### config.mk
export PLATFORM = sky130hd
export DESIGN_NAME = mc_datapath
export DESIGN_NICKNAME = d
export VERILOG_FILES = /design/src/rtl/mc_pkg.sv /design/src/rtl/mc_regfile.sv /design/src/rtl/mc_alu.sv /design/src/rtl/mc_imm_ext.sv /design/src/rtl/mc_datapath.sv
export SDC_FILE = /design/constraint.sdc
export NUM_CORES = 2
export LEC_CHECK = 0
export BUFFER_PORTS_ARGS = -buffer_cell sky130_fd_sc_hd__buf_2
export CORE_MARGIN = 3
export CORE_UTILIZATION = 40
export CTS_CLUSTER_DIAMETER = 80
export DETAILED_ROUTE_END_ITERATION = 6
export PLACE_DENSITY = 0.54
export SLEW_MARGIN = 10
export SYNTH_ARGS = -nofsm -noshare
export SYNTH_HDL_FRONTEND = slang
export SYNTH_HIERARCHICAL = 1
export SYNTH_SLANG_ARGS = --single-unit
export TNS_END_PERCENT = 100
### constraint.sdc
create_clock -name clk -period 5.02 [get_ports clk]
set_input_delay 0 -clock clk [delete_from_list [all_inputs] [get_ports clk]]
set_output_delay 0 -clock clk [all_outputs]
set_load 0.03 [all_outputs]
### src/rtl/mc_pkg.sv
`timescale 1ns/1ps
package mc_pkg;
   typedef enum logic [2:0] {
      ALU_ADD = 3'b000,
      ALU_SUB = 3'b001,
      ALU_AND = 3'b010,
      ALU_OR  = 3'b011,
      ALU_SLT = 3'b100
   } alu_op_e;

   localparam int OPC_HI = 31;
   localparam int OPC_LO = 26;
   localparam int RS_LO  = 21;
   localparam int RT_LO  = 16;
   localparam int RD_LO  = 11;
   localparam int IMM_W  = 16;
   localparam int FN_W   = 6;
   localparam int FLD_W  = 5;
endpackage

### src/rtl/mc_regfile.sv
`timescale 1ns/1ps
module mc_regfile #(
   parameter int W         = 32,
   parameter int N         = 32,
   parameter bit HARD_ZERO = 1'b1,
   localparam int AW       = $clog2(N)
) (
   input  logic          clk,
   input  logic          rst,
   input  logic          we,
   input  logic [AW-1:0] wa,
   input  logic [W-1:0]  wd,
   input  logic [AW-1:0] ra1,
   output logic [W-1:0]  rd1,
   input  logic [AW-1:0] ra2,
   output logic [W-1:0]  rd2
);
   logic [W-1:0] row [N];

   if (N < 2 || (1 << AW) != N) begin : g_bad_depth
      $error("mc_regfile: depth must be a power of two of at least 2");
   end

   for (genvar i = 0; i < N; i++) begin : g_row
      if (i == 0 && HARD_ZERO) begin : g_zero
         assign row[i] = '0;
      end else begin : g_live
         logic [W-1:0] q;
         always_ff @(posedge clk) begin
            if (rst)
               q <= '0;
            else if (we && wa == AW'(i))
               q <= wd;
         end
         assign row[i] = q;
      end
   end

   assign rd1 = row[ra1];
   assign rd2 = row[ra2];
endmodule

### src/rtl/mc_alu.sv
`timescale 1ns/1ps
module mc_alu
   import mc_pkg::*;
#(
   parameter int W          = 32,
   parameter bit SLT_SIGNED = 1'b1
) (
   input  alu_op_e      op,
   input  logic [W-1:0] a,
   input  logic [W-1:0] b,
   output logic [W-1:0] y
);
   logic lt;

   if (SLT_SIGNED) begin : g_lt_signed
      assign lt = $signed(a) < $signed(b);
   end else begin : g_lt_unsigned
      assign lt = a < b;
   end

   always_comb begin
      case (op)
         ALU_ADD: y = a + b;
         ALU_SUB: y = a - b;
         ALU_AND: y = a & b;
         ALU_OR:  y = a | b;
         ALU_SLT: y = {{(W-1){1'b0}}, lt};
         default: y = '0;
      endcase
   end
endmodule

### src/rtl/mc_imm_ext.sv
`timescale 1ns/1ps
module mc_imm_ext
   import mc_pkg::*;
#(
   parameter int W = 32
) (
   input  logic [IMM_W-1:0] imm,
   input  logic             sign_mode,
   output logic [W-1:0]     ext,
   output logic [W-1:0]     br_off
);
   logic [W-1:0] sx;

   if (W < IMM_W + 2) begin : g_bad_width
      $error("mc_imm_ext: width too small for the immediate");
   end

   assign sx     = {{(W-IMM_W){imm[IMM_W-1]}}, imm};
   assign ext    = sign_mode ? sx : {{(W-IMM_W){1'b0}}, imm};
   assign br_off = {sx[W-3:0], 2'b00};
endmodule

### src/rtl/mc_datapath.sv
`timescale 1ns/1ps
module mc_datapath
   import mc_pkg::*;
#(
   parameter int XLEN       = 32,
   parameter int REG_COUNT  = 32,
   parameter bit SLT_SIGNED = 1'b1,
   localparam int RA_W      = $clog2(REG_COUNT)
) (
   input  logic            clk,
   input  logic            rst,
   input  logic            ir_en,
   input  logic            a_en,
   input  logic            b_en,
   input  logic            e_en,
   input  logic            s_en,
   input  logic            m_en,
   input  logic            pc_en,
   input  logic            rf_we,
   input  logic [2:0]      alu_op,
   input  logic            alu_src,
   input  logic            ext_sign,
   input  logic            dst_rd,
   input  logic            wb_mem,
   input  logic            mem_rd,
   input  logic            mem_wr,
   input  logic            pc_branch,
   output logic [XLEN-1:0] imem_addr,
   input  logic [31:0]     imem_data,
   output logic [XLEN-1:0] dmem_addr,
   output logic [XLEN-1:0] dmem_wdata,
   output logic            dmem_we,
   output logic            dmem_re,
   input  logic [XLEN-1:0] dmem_rdata,
   output logic [5:0]      opcode,
   output logic [5:0]      funct
   ,
   output logic            eq_flag
);
   if (XLEN < 32) begin : g_bad_xlen
      $error("mc_datapath: data width below 32");
   end
   if (REG_COUNT > 32) begin : g_bad_regs
      $error("mc_datapath: register fields address at most 32 entries");
   end

   logic [XLEN-1:0] pc_q, a_q, b_q, s_q, m_q;
   logic [31:0]     ir_q;
   logic            e_q;

   logic [XLEN-1:0] rs_val, rt_val, ext_val, br_off, alu_b, alu_y, wb_data, pc_seq, pc_next;
   logic [RA_W-1:0] rs_idx, rt_idx, rd_idx, wr_idx;

   assign rs_idx = ir_q[RS_LO +: RA_W];
   assign rt_idx = ir_q[RT_LO +: RA_W];
   assign rd_idx = ir_q[RD_LO +: RA_W];

   mc_regfile #(.W(XLEN), .N(REG_COUNT), .HARD_ZERO(1'b1)) u_rf (
      .clk (clk),
      .rst (rst),
      .we  (rf_we),
      .wa  (wr_idx),
      .wd  (wb_data),
      .ra1 (rs_idx),
      .rd1 (rs_val),
      .ra2 (rt_idx),
      .rd2 (rt_val)
   );

   mc_imm_ext #(.W(XLEN)) u_ext (
      .imm       (ir_q[IMM_W-1:0]),
      .sign_mode (ext_sign),
      .ext       (ext_val),
      .br_off    (br_off)
   );

   assign alu_b = alu_src ? ext_val : b_q;

   mc_alu #(.W(XLEN), .SLT_SIGNED(SLT_SIGNED)) u_alu (
      .op (alu_op_e'(alu_op)),
      .a  (a_q),
      .b  (alu_b),
      .y  (alu_y)
   );

   assign wr_idx  = dst_rd ? rd_idx : rt_idx;
   assign wb_data = wb_mem ? m_q : s_q;
   assign pc_seq  = pc_q + XLEN'(4);
   assign pc_next = (pc_branch && e_q) ? pc_seq + br_off : pc_seq;

   always_ff @(posedge clk) begin
      if (rst) begin
         pc_q <= '0;
         ir_q <= '0;
         a_q  <= '0;
         b_q  <= '0;
         e_q  <= 1'b0;
         s_q  <= '0;
         m_q  <= '0;
      end else begin
         if (pc_en) pc_q <= pc_next;
         if (ir_en) ir_q <= imem_data;
         if (a_en)  a_q  <= rs_val;
         if (b_en)  b_q  <= rt_val;
         if (e_en)  e_q  <= (rs_val == rt_val);
         if (s_en)  s_q  <= alu_y;
         if (m_en)  m_q  <= dmem_rdata;
      end
   end

   assign imem_addr  = pc_q;
   assign dmem_addr  = s_q;
   assign dmem_wdata = b_q;
   assign dmem_we    = mem_wr;
   assign dmem_re    = mem_rd;
   assign opcode     = ir_q[OPC_HI:OPC_LO];
   assign funct      = ir_q[FN_W-1:0];
   assign eq_flag    = e_q;

   a_r1_pc_reset: assert property (@(posedge clk) rst |=> (pc_q == '0));
   a_r2_ir_hold:  assert property (@(posedge clk) disable iff (rst) !ir_en |=> $stable(ir_q));
   a_r3_a_hold:   assert property (@(posedge clk) disable iff (rst) !a_en |=> $stable(a_q));
   a_r4_e_hold:   assert property (@(posedge clk) disable iff (rst) !e_en |=> $stable(e_q));
   a_r9_m_hold:   assert property (@(posedge clk) disable iff (rst) !m_en |=> $stable(m_q));
   a_r10_pc_hold: assert property (@(posedge clk) disable iff (rst) !pc_en |=> $stable(pc_q));
   a_r10_pc_step: assert property (@(posedge clk) disable iff (rst)
                     (pc_en && !(pc_branch && e_q)) |=> (pc_q == $past(pc_q) + XLEN'(4)));
endmodule

==> parameters.txt <==
Parameter                              Value

Outcome
  Status ... finished clean

Setup path
  Max incr delay on CP ... between 0.5 and 0.6 ns
  Setup crit start ... imem_addr[8]
  Worst path slowest cell ... dlygate4sd3_1
  Worst-path cell chain ... nand4_1 -> nor3_1 -> and2_1 -> nand3_1 -> nor2_1 -> xor2_1 -> ha_1 -> nand2_1 -> o21ai_0 -> or4_4 -> nor2_1 -> o31a_1 -> o21ai_1 -> xnor2_1 -> nand2_1 -> a311oi_1 -> dlygate4sd3_1
  Critical path endpoint category ... flop
  Startpoint type of the worst setup path ... flop
  Cell family contributing the most delay on the critical path ... simple AND/OR/NAND/NOR gates
  Critical register-to-register path startpoint ... imem_addr[8]
  Required time worst endpoint ... ~5.8 ns
  Buffers & Inverters on Critical Path ... 1
  Critical Path AT ... between 5 and 6 ns
  Maximum fanout along the worst path ... 8
  Category of the critical setup timing path ... flop to flop

Floorplanning
  Starting utilization of the core area ... around two fifths
  I/O pin count ... between 150 and 200
  Core ar. ... 165900 sq um
  Num rows ... 149
  Chip width ... approximately 420 um
  Die Height ... roughly 420 um
  Die Outline Area ... approximately 170000 sq um

Global routing
  Maximum number of pins on one net before global-route repair ... approximately 170
  Initial antenna violation count ... 1
  Met2 track demand over resource ... roughly 47%
  Number of global-route vias before repair ... roughly 60000
  Wire length of the first global-routing pass ... 390.5 mm
  Most congested layer reported by global routing ... met2
  Global Route Usage Sum ... 29.41%
  Met3 demand-to-capacity share in global routing ... between 4 and 5%
  Total congestion overflow after global routing ... 0
  GR Util met1 ... slightly below 40%

Power
  Largest vdd supply drop ... between 300 and 400 uV
  Clock Power Share ... about 44%
  Pwr/cell area ... roughly 300 nW/um^2
  Internal Pwr Total ... between 15 and 20 mW
  Gate power share ... 14.2%
  Static Leak ... ~26 nW
  Switch share ... 28.45%
  Switching power ... ~6.6 mW
  Sequential Power Share ... between 40% and 50%

Synth
  Compound-gate portion of the synthesized area ... 16.56%
  Async S/R FF share, synth ... 0%
  Top_reg_cell synth ... dfxtp_1
  Largest cells by area after synthesis ... dfxtp_1 35%, mux2i_1 14%, nand2_1 13%, a21oi_1 9.2%, a22oi_1 2.9%
  Cell Area, Synth ... 67150 sq um
  Average cell area after synthesis ... 7.853 sq um
  Unique cell type count in the Yosys netlist ... roughly 90
  Proportion of synthesized area in mux cells ... ~18%
  Mapped Cells ... 8551
  Post-synthesis cell type with the largest combined area ... dfxtp_1
  Register bit count reported by yosys ... 1185
  Xor and xnor fraction of the mapped netlist area ... about 1.4%
  Part of the Yosys area used for sequential elements ... 35.33%
  Yosys Warn Count ... 6
  Post-synthesis share of cell area spent on full adders, half adders and majority gates ... under 10%
  Area share of the leading cell type in the synthesized netlist ... between 30% and 40%
  Post-synth EDFFs ... 0
  Post-Synth Simple-Gate Area ... a little under a fifth
  Main combinational cell family by area after synthesis ... simple AND/OR/NAND/NOR gates

Min path
  Worst Hold Launch ... mem_rd
  Worst min-delay path category ... input port to output pin

STA
  Number of slew-limit violations in the final report ... 0
  Setup skew after layout ... 0.03841 ns
  Final Hold Fails ... 0
  Fmax ... about 220 MHz
  Clock period minus final worst setup slack ... 4.598 ns
  Worst setup slack after layout ... between 0.4 and 0.5 ns
  Hold_ws ... between 0.00001 and 0.000015 ns
  Final total negative setup slack ... 0 ns
  Headroom to the max-slew limit ... 29.36%
  Final Setup Violations ... 0
  Worst-Margin Slew ... about 1.1 ns
  Fraction of the cycle the final worst path needs ... 91.59%
  Setup repair after global routing missed its margin ... false

Cells and area
  Share of cells above drive strength 1 ... 10.59%
  Area growth, synth to finish ... 12.84%
  Combined area of the multi-input logic cells ... approximately 40000 sq um
  Fillers ... about 16000
  Number of antenna repair diodes ... 0
  Storage element area ... around 24000 sq um
  Number of nets at the end of the flow ... 8670

Clocking
  CTS Root Buffer Type ... clkbuf_16
  Count of instances resized after the clock tree is built ... 0
  CTS buffer count ... approximately 140
  TritonCTS clock tree ... done
  CTS HTree Levels ... 4
  Post-CTS setup buffer count ... 0
  Number of clock sinks ... approximately 1200
  Clk pin slew, worst setup/hold paths ... ~0.060 ns
  Quantity of hold-fixing buffers added after cts ... 187
  Maximum number of buffers from clock root to sink ... 3
  Insertion delay to the later sink of the worst-skew pair ... roughly 0.80 ns

Drt
  WL/cell ... ~25 um
  First DRT Iteration DRCs ... roughly 6400
  First-pass iteration count of the detailed router ... 6
  Final WL ... between 200 and 300 mm
  Routed via count divided by cell count ... 5.878
  Number of nets still failing antenna checks after routing ... 0
  DRC errors left ... 0
  Total number of vias ... 63090

Placed design
  Global placer's final weighted congestion ... ~0.94
  Placed wire-length estimate ... 168.8 mm
  Port Buffers ... between 150 and 200
  Pre-CTS setup slack ... 0.6020 ns

Run
  Max cap viols ... 0
==> final timing paths <==
check	cells after the start	to	slack, ns
max	17	imem_addr[25]	0.42
min	0	dmem_re	0.00001
max reg2reg	17	imem_addr[25]	0.42
min reg2reg	2	u_rf/g_row[5].g_live.q[13]	0.46
==> synth_stat cells (9+ instances only) <==
library cell,number
nand2_1,2263
a21oi_1,1233
dfxtp_1,1185
mux2i_1,942
clkbuf_1,469
nor2_1,307
a22oi_1,260
nand3_1,229
buf_2,214
ha_1,145
mux2_2,133
buf_4,114
inv_1,109
nor3_1,89
nor2b_1,87
o21ai_0,86
xnor2_1,81
a31oi_1,80
a221oi_1,69
mux4_2,64
buf_1,41
a211oi_1,34
nand4_1,26
xor2_1,26
a21o_1,24
nand2b_1,18
o21bai_1,17
o22ai_1,11
and3_1,10
and2_1,9
nor3_2,9
or2_2,9
==> per-layer routing <==
metal  vias up  wire, um
li1      29180         -
met1     30610    112800
met2      2752    120000
met3       543     22220
met4         2     10670
met5         -        13
==> area by class of cell <==
type / count / area share [%]
Inverter: 111 / 0.5499
Sequential cell: 1185 / 31.33
Timing Repair Buffer: 587 / 6.592
Clock buffer: 198 / 5.406
Clock inverter: 47 / 0.5449
Tap cell: 2189 / 3.614
Multi-Input combinational cell: 6415 / 51.96
==> cells in the final DEF (no fill, tap or decap), types with 86 or more instances in the layout <==
cell type,count
a21oi_1,1233
a22oi_1,260
buf_2,188
buf_4,165
clkbuf_16,144
dfxtp_1,1179
dlygate4sd3_1,187
ha_1,145
inv_1,109
mux2_2,133
mux2i_1,942
nand2_1,2262
nand3_1,229
nor2_1,301
nor3_1,89
o21ai_0,86
==> through the flow <==
stage	power (mW)	instances	util, %	instance area [sq um]
final	23.07	10730	45.67	75780
after global routing	23.75	10730	45.67	75780
after CTS	23.17	10730	45.67	75780
after detailed placement	12.89	10300	41.82	69390
after global placement	12.88	10300	41.81	69360
after floorplan	11.82	8552	-	67160
==> cell families after synthesis <==
kind of cell    after synthesis
xor+xnor                    107
compound gates             1905
buf+inv                     952
simple gates               3113
other cells                   1
flops                      1185
mux                        1140
fa+ha+maj                   148
==> worst reg2reg max path: cells and delay by family, from the launching register on <==
family	cells	cell delay (ns)
XOR/XNOR	2	0.42
buffers and inverters	1	0.58
adder cells (fa/ha/maj)	1	0.33
AO/OA/AOI/OAI	4	0.65
flip-flops	1	0.46
AND/OR/NAND/NOR	9	2.11
==> flip-flops by register name (all words and copies together) (netlist names) <==
signal	cells
eq_flag	1
dmem_wdata	32
imem_addr	32
u_rf/g_row.g_live.q	992
a_q	32
m_q	32
dmem_addr	32
ir_q	32
==> power by group through the flow <==
stage / Combinational [mW] / Clock, mW / Sequential (mW)
3_3_place_gp: 3.04 / 0 / 9.84
5_1_grt: 3.42 / 10.7 / 9.64
6_report: 3.27 / 10.2 / 9.64
3_5_place_dp: 3.05 / 0 / 9.84
2_1_floorplan: 1.99 / 0 / 9.83
4_1_cts: 3.19 / 10.4 / 9.63
No activity file was read; power rests on OpenSTA's default activity.
